==> src/rtl/serif_pkg.sv <==
package serif_pkg;

    localparam int ID_BITS = 3;
    localparam logic [ID_BITS-1:0] ID_READ  = 3'b110;
    localparam logic [ID_BITS-1:0] ID_WRITE = 3'b101;
    localparam logic [ID_BITS-1:0] ID_CMD   = 3'b100;

    localparam int CMD_BITS = 9;
    localparam int NUM_CMD  = 17;

    localparam int CI_SYS_OFF  = 0;
    localparam int CI_SYS_ON   = 1;
    localparam int CI_DISP_OFF = 2;
    localparam int CI_DISP_ON  = 3;
    localparam int CI_TMR_OFF  = 4;
    localparam int CI_WDG_OFF  = 5;
    localparam int CI_TMR_ON   = 6;
    localparam int CI_WDG_ON   = 7;
    localparam int CI_TONE_OFF = 8;
    localparam int CI_TMR_CLR  = 9;
    localparam int CI_WDG_CLR  = 10;
    localparam int CI_BIAS     = 11;
    localparam int CI_TONE_HI  = 12;
    localparam int CI_TONE_LO  = 13;
    localparam int CI_IRQ_OFF  = 14;
    localparam int CI_IRQ_ON   = 15;
    localparam int CI_RATE     = 16;

    typedef enum logic [2:0] {
        PH_ID,
        PH_ADDR,
        PH_DATA,
        PH_CMD,
        PH_SKIP
    } phase_e;

endpackage

==> src/rtl/pin_sync.sv <==
module pin_sync #(
    parameter int WIDTH  = 4,
    parameter int STAGES = 2
) (
    input  logic             clk,
    input  logic             rst_n,
    input  logic [WIDTH-1:0] pins,
    output logic [WIDTH-1:0] level
);
    for (genvar i = 0; i < WIDTH; i++) begin : g_pin
        logic [STAGES-1:0] chain_q;

        always_ff @(posedge clk or negedge rst_n) begin
            if (!rst_n) begin
                chain_q <= '1;
            end else begin
                chain_q <= {chain_q[STAGES-2:0], pins[i]};
            end
        end

        assign level[i] = chain_q[STAGES-1];
    end
endmodule

==> src/rtl/cmd_decode.sv <==
module cmd_decode
    import serif_pkg::*;
(
    input  logic [7:0]         code,
    output logic [NUM_CMD-1:0] hit
);
    always_comb begin
        hit = '0;
        casez (code)
            8'b0000_0000: hit[CI_SYS_OFF]  = 1'b1;
            8'b0000_0001: hit[CI_SYS_ON]   = 1'b1;
            8'b0000_0010: hit[CI_DISP_OFF] = 1'b1;
            8'b0000_0011: hit[CI_DISP_ON]  = 1'b1;
            8'b0000_0100: hit[CI_TMR_OFF]  = 1'b1;
            8'b0000_0101: hit[CI_WDG_OFF]  = 1'b1;
            8'b0000_0110: hit[CI_TMR_ON]   = 1'b1;
            8'b0000_0111: hit[CI_WDG_ON]   = 1'b1;
            8'b0000_1000: hit[CI_TONE_OFF] = 1'b1;
            8'b0000_1101: hit[CI_TMR_CLR]  = 1'b1;
            8'b0000_111?: hit[CI_WDG_CLR]  = 1'b1;
            8'b0010_????: hit[CI_BIAS]     = 1'b1;
            8'b010?_????: hit[CI_TONE_HI]  = 1'b1;
            8'b0110_????: hit[CI_TONE_LO]  = 1'b1;
            8'b100?_0???: hit[CI_IRQ_OFF]  = 1'b1;
            8'b100?_1???: hit[CI_IRQ_ON]   = 1'b1;
            8'b101?_0???: hit[CI_RATE]     = 1'b1;
            default:      hit = '0;
        endcase
    end
endmodule

==> src/rtl/disp_serial_port.sv <==
module disp_serial_port
    import serif_pkg::*;
#(
    parameter int ADDR_BITS   = 6,
    parameter int MEM_AW      = 5,
    parameter int NIB_W       = 4,
    parameter int SYNC_STAGES = 2
) (
    input  logic               clk,
    input  logic               rst_n,
    input  logic               cs_n,
    input  logic               wr_n,
    input  logic               rd_n,
    input  logic               data_in,
    output logic               data_out,
    output logic               data_oe,
    output logic [MEM_AW-1:0]  mem_raddr,
    input  logic [NIB_W-1:0]   mem_rdata,
    output logic               mem_we,
    output logic [MEM_AW-1:0]  mem_waddr,
    output logic [NIB_W-1:0]   mem_wdata,
    output logic [NUM_CMD-1:0] cmd_hit,
    output logic [7:0]         cmd_bits
);
    localparam int BIT_W = $clog2(NIB_W);
    localparam int CNT_W = $clog2(CMD_BITS);
    localparam int SH_W  = CMD_BITS - 1;
    localparam logic [BIT_W-1:0] LAST_BIT = BIT_W'(NIB_W - 1);

    typedef struct packed {
        phase_e             phase;
        logic               is_read;
        logic [CNT_W-1:0]   cnt;
        logic [SH_W-1:0]    sh;
        logic [MEM_AW-1:0]  addr;
        logic [BIT_W-1:0]   rbit;
        logic [BIT_W-1:0]   wbit;
        logic [NIB_W-1:0]   wacc;
        logic               dout;
        logic               oe;
        logic               we;
        logic [MEM_AW-1:0]  waddr;
        logic [NIB_W-1:0]   wdata;
        logic [NUM_CMD-1:0] hit;
        logic [7:0]         bits;
        logic               wr_prev;
        logic               rd_prev;
    } st_t;

    st_t q, d;

    logic [3:0] lvl;
    logic cs_lvl, wr_lvl, rd_lvl, din;
    logic wr_rise, rd_fall, wr_done;
    logic [NIB_W-1:0] nib;
    logic [NUM_CMD-1:0] dec_hit;

    pin_sync #(.WIDTH(4), .STAGES(SYNC_STAGES)) u_sync (
        .clk  (clk),
        .rst_n(rst_n),
        .pins ({data_in, rd_n, wr_n, cs_n}),
        .level(lvl)
    );

    assign cs_lvl = lvl[0];
    assign wr_lvl = lvl[1];
    assign rd_lvl = lvl[2];
    assign din    = lvl[3];

    cmd_decode u_dec (
        .code(q.sh[7:0]),
        .hit (dec_hit)
    );

    assign wr_rise = wr_lvl & ~q.wr_prev;
    assign rd_fall = ~rd_lvl & q.rd_prev;
    assign wr_done = wr_rise && (q.phase == PH_DATA) && !q.is_read && (q.wbit == LAST_BIT);

    always_comb begin
        d         = q;
        d.we      = 1'b0;
        d.hit     = '0;
        d.wr_prev = wr_lvl;
        d.rd_prev = rd_lvl;
        nib       = q.wacc;
        nib[q.wbit] = din;

        if (cs_lvl) begin
            d.phase = PH_ID;
            d.cnt   = '0;
            d.sh    = '0;
            d.rbit  = '0;
            d.wbit  = '0;
            d.oe    = 1'b0;
            d.dout  = 1'b0;
        end else begin
            if (wr_rise) begin
                unique case (q.phase)
                    PH_ID: begin
                        d.sh = {q.sh[SH_W-2:0], din};
                        if (q.cnt == CNT_W'(ID_BITS - 1)) begin
                            d.cnt = '0;
                            case ({q.sh[ID_BITS-2:0], din})
                                ID_READ:  begin d.phase = PH_ADDR; d.is_read = 1'b1; end
                                ID_WRITE: begin d.phase = PH_ADDR; d.is_read = 1'b0; end
                                ID_CMD:   d.phase = PH_CMD;
                                default:  d.phase = PH_SKIP;
                            endcase
                        end else begin
                            d.cnt = q.cnt + 1'b1;
                        end
                    end
                    PH_ADDR: begin
                        d.sh = {q.sh[SH_W-2:0], din};
                        if (q.cnt == CNT_W'(ADDR_BITS - 1)) begin
                            d.cnt   = '0;
                            d.addr  = {q.sh[MEM_AW-2:0], din};
                            d.phase = PH_DATA;
                            d.rbit  = '0;
                            d.wbit  = '0;
                        end else begin
                            d.cnt = q.cnt + 1'b1;
                        end
                    end
                    PH_DATA: begin
                        if (!q.is_read) begin
                            d.oe   = 1'b0;
                            d.wacc = nib;
                            if (wr_done) begin
                                d.we    = 1'b1;
                                d.waddr = q.addr;
                                d.wdata = nib;
                                d.addr  = q.addr + 1'b1;
                                d.wbit  = '0;
                                d.rbit  = '0;
                            end else begin
                                d.wbit = q.wbit + 1'b1;
                            end
                        end
                    end
                    PH_CMD: begin
                        d.sh = {q.sh[SH_W-2:0], din};
                        if (q.cnt == CNT_W'(CMD_BITS - 1)) begin
                            d.cnt  = '0;
                            d.hit  = dec_hit;
                            d.bits = q.sh[7:0];
                        end else begin
                            d.cnt = q.cnt + 1'b1;
                        end
                    end
                    default: ;
                endcase
            end

            if (rd_fall && q.phase == PH_DATA) begin
                d.dout = mem_rdata[q.rbit];
                d.oe   = 1'b1;
                if (q.is_read && q.rbit == LAST_BIT) begin
                    d.addr = q.addr + 1'b1;
                    d.rbit = '0;
                end else if (!wr_done) begin
                    d.rbit = q.rbit + 1'b1;
                end
            end
        end
    end

    always_ff @(posedge clk or negedge rst_n) begin
        if (!rst_n) begin
            q         <= '0;
            q.wr_prev <= 1'b1;
            q.rd_prev <= 1'b1;
        end else begin
            q <= d;
        end
    end

    assign data_out  = q.dout;
    assign data_oe   = q.oe;
    assign mem_raddr = q.addr;
    assign mem_we    = q.we;
    assign mem_waddr = q.waddr;
    assign mem_wdata = q.wdata;
    assign cmd_hit   = q.hit;
    assign cmd_bits  = q.bits;

endmodule

==> config.mk <==
export PLATFORM = sky130hd
export DESIGN_NAME = disp_serial_port
export DESIGN_NICKNAME = d
export VERILOG_FILES = /design/src/rtl/serif_pkg.sv /design/src/rtl/pin_sync.sv /design/src/rtl/cmd_decode.sv /design/src/rtl/disp_serial_port.sv
export SDC_FILE = /design/constraint.sdc
export NUM_CORES = 1
export LEC_CHECK = 0
export BUFFER_PORTS_ARGS = -buffer_cell sky130_fd_sc_hd__buf_2
export CELL_PAD_IN_SITES_DETAIL_PLACEMENT = 1
export CELL_PAD_IN_SITES_GLOBAL_PLACEMENT = 1
export CORE_MARGIN = 2
export CORE_UTILIZATION = 43
export CTS_BUF_LIST = sky130_fd_sc_hd__clkbuf_4 sky130_fd_sc_hd__clkbuf_8
export CTS_CLUSTER_SIZE = 8
export DETAILED_ROUTE_END_ITERATION = 6
export GPL_TIMING_DRIVEN = 0
export PLACE_DENSITY_LB_ADDON = 0.1
export SLEW_MARGIN = 10
export SYNTH_ARGS = -nofsm -noshare
export SYNTH_HDL_FRONTEND = slang
export SYNTH_HIERARCHICAL = 1
export SYNTH_SLANG_ARGS = --single-unit
==> constraint.sdc <==
create_clock -name clk -period 2.25 [get_ports clk]
set_clock_uncertainty 0.05 [all_clocks]
set_input_delay 0 -clock clk [delete_from_list [all_inputs] [get_ports clk]]
set_output_delay 0 -clock clk [all_outputs]
set_load 0.005 [all_outputs]
==> summary.md <==
| Metric | Value |
|---|---|
| Die H | 99.4 µm |
| Wire length per cell | 15.7 µm |
| # rows | 34 |
| Final setup viols | 0 |
| CTS root buffer | clkbuf_8 |
| Num ports | 52 |
| Critical Path RT | 2.45 ns |
| NumNets Final | 453 |
| Synth top area share | 0.416 |
| Hold Fails Final Rpt | 0 |
| Top_reg_cell synth | dfrtp_1 |
| Antenna-violating nets left | 0 |
| # port buffers | 51 |
| Sequential fraction of the synthesis area | 0.483 |
| Core Util, Final | 0.535 |
| Max-Cap Viols | 0 |
| Seq cells post-synth | 75 |
| DR vias | 2846 |
| # DRC | 0 |
| Vias in the first global route | 3093 |
| Syn nets | 378 |
| Post-Layout Cell Count | 546 |
| Clock Path Buffers | 2 |
| Critical Path Source Type | flop |
| Gr ovfl total | 0 |
| DIE WIDTH | 99.4 µm |
| Crit share post-route | 0.957 |
| Mean Syn Cell Area | 10.9 µm² |
| EDFF count, synth | 0 |
| Most common cell in the netlist | dfrtp_1 |
| Min Clock Period, post-route | 2.15 ns |
| RePlAce Congestion | 0.812 |
| Final Max Tran Viols | 0 |
| Mapped Cells | 358 |
| Setup crit end kind | flop |
| Synth unique cells | 54 |
| Post-synth top area cell | dfrtp_1 |
| H-tree depth | 3 |
| Routed vias/inst | 5.21 |
| ANT cells | 0 |
| Commonest cells post-synth | 65 x dfrtp_1, 45 x buf_4, 23 x nand2_1, 17 x and3_1, 15 x nor2_1 |
| Initial antenna violation count | 0 |
| Clock-pin slew on the worst setup and hold paths | 0.09 ns |
| DRT Wirelength | 8560 µm |
| Pre-antenna DRT Iters | 4 |
| Overall Power | 2570 µW |
| CTS tree | done |
| First-pass GRT wire length | 15100 µm |
| Slowest CP cell | dfstp_2 |
| Async set-reset flop share out of synthesis | 1.00 |
| R2r setup slk | 0.1 ns |
| Synthesis-to-layout area growth | 19.9% |
| Starting Density | 0.446 |
| Ranking of synthesized cells by area | dfrtp_1 42%, buf_4 8.6%, dfstp_2 6.7% |
| CTS buffer count | 9 |
| LEAKAGE | 0.00233 µW |
| Critical path cell sequence | or4bb_4 -> or2_4 -> nor2_4 -> buf_6 -> mux2_2 |
| Post-DP HPWL | 6140 µm |
| Worst slew margin | 0.613 |
| P per Cell Area | 549 nW/µm² |
| Die area | 9870 µm² |
| Actual slew at the worst max-slew pin | 0.580 ns |
| Largest net degree at the start of global routing | 51 |
| Core footprint | 8760 µm² |
| GRT Total Usage | 0.194 |
| Run status | finished, final reports clean |
| Share of layout cells above drive strength 1 | 0.411 |
| Worst Hold Class | input port to asynchronous set/reset pin |
| Setup CP Type | flop to flop |
| Peak per-stage delay on the critical path | 0.58 ns |
| Worst vdd ir | 0.412 mV |
| Sink Count | 75 |
| Clk_lat worst skew | 0.36 ns |
| Placed insts | 518 |
| YS warnings | 6 |
| CP Max Fanout | 7 |
| Cell area after synthesis | 3910 µm² |
| Crit path DAT | 2.36 ns |
| RSZ-0062 raised after global routing | false |
| DRT iter0 DRCs | 50 |
| Peak Freq | 464 MHz |
per-stage QoR:
| stage | cell area, µm² | hold slack [ns] | TNS (ns) | setup slack (ns) |
|---|---|---|---|---|
| 6_report | 4690 | 0.0438 | 0 | 0.0963 |
| 2_1_floorplan | 3910 | -0.346 | 0 | 0.116 |
| 3_3_place_gp | 4300 | 0.0548 | -1.85 | -0.220 |
| 3_5_place_dp | 4330 | -0.112 | -2.22 | -0.256 |
| 4_1_cts | 4640 | 0.0456 | 0 | 0.00117 |
| 5_1_grt | 4690 | 0.0704 | 0 | 0.0187 |
sequential cells by signal, summed over array words and instances (netlist names), 4 cells and up:
register,count
mem_waddr,5
cmd_bits,8
cmd_hit,17
mem_wdata,4
q,25
u_sync/g_pin.chain_q,8
mem_raddr,5
critical path, delay by kind of cell (launching register included):
kind                   cells  cell delay (ns)
buffers and inverters      1             0.15
flip-flops                 1             0.58
multiplexers               1             0.33
AND/OR/NAND/NOR            3             0.95
placed cells by master (no fill, tap or decap), types with 6 or more instances in the layout:
cell      netlist  layout
a21oi_1        13      13
a22o_1         12      12
and3_1         17      17
buf_2           0      50
buf_4          45      53
clkbuf_1       11      10
clkbuf_8        0      10
dfrtp_1        65      64
dfstp_2        10      10
ha_1           10       9
inv_1          13      13
mux2_2         14      13
nand2_1        23      23
nand2b_1        7       7
nand3_1         6       6
nor2_1         15      15
nor3_1         12      11
nor4_2          6       6
o21ai_0         6       6
area by class of cell:
cell class                      count  area (µm²)
Buffer                             59         410
Sequential cell                    75        1890
Timing Repair Buffer               65         395
Clock buffer                       10         138
Clock inverter                      6        63.8
Fill cell                         976        4080
Tap cell                          108         135
Multi-Input combinational cell    210        1610
Inverter                           13        48.8
power breakdown:
group	switching [µW]	internal, µW
Clock	527	542
Combinational	74.6	44.8
Sequential	15.7	1370
worst paths after layout:
path,startpoint,end,cells after the start
setup / recovery,u_sync/g_pin[1].chain_q[1],mem_waddr[3],5
hold / removal,rst_n,cmd_hit[15],2
setup reg to reg,u_sync/g_pin[1].chain_q[1],mem_waddr[3],5
hold reg to reg,u_sync/g_pin[3].chain_q[0],u_sync/g_pin[3].chain_q[1],0
max in group asynchronous,rst_n,u_sync/g_pin[0].chain_q[1],3
min in group clk,mem_rdata[0],data_out,4
routing by layer:
layer | vias to the layer above | global-route usage | wire [µm]
li1 | 1365 | - | -
met3 | 7 | 0.0415 | 305
met2 | 49 | 0.342 | 4570
met1 | 1425 | 0.240 | 3600
met5 | - | 0 | 0
met4 | 0 | 0.0590 | 82
cells by family after synthesis:
group / count (synthesis) / synth area share
simple gates: 119 / 0.191
flops: 75 / 0.483
buf+inv: 73 / 0.119
compound gates: 55 / 0.0979
mux: 23 / 0.0704
fa+ha+maj: 10 / 0.0320
xor+xnor: 3 / 0.00672
what timing repair did:
item,CTS,global route
pin swaps,3,5
resized for setup,6,8
setup buffers,5,3
setup endpoints to repair,14,40
endpoints found under the hold margin,69,0
hold buffers,5,0
No activity file was read; power rests on OpenSTA's default activity.
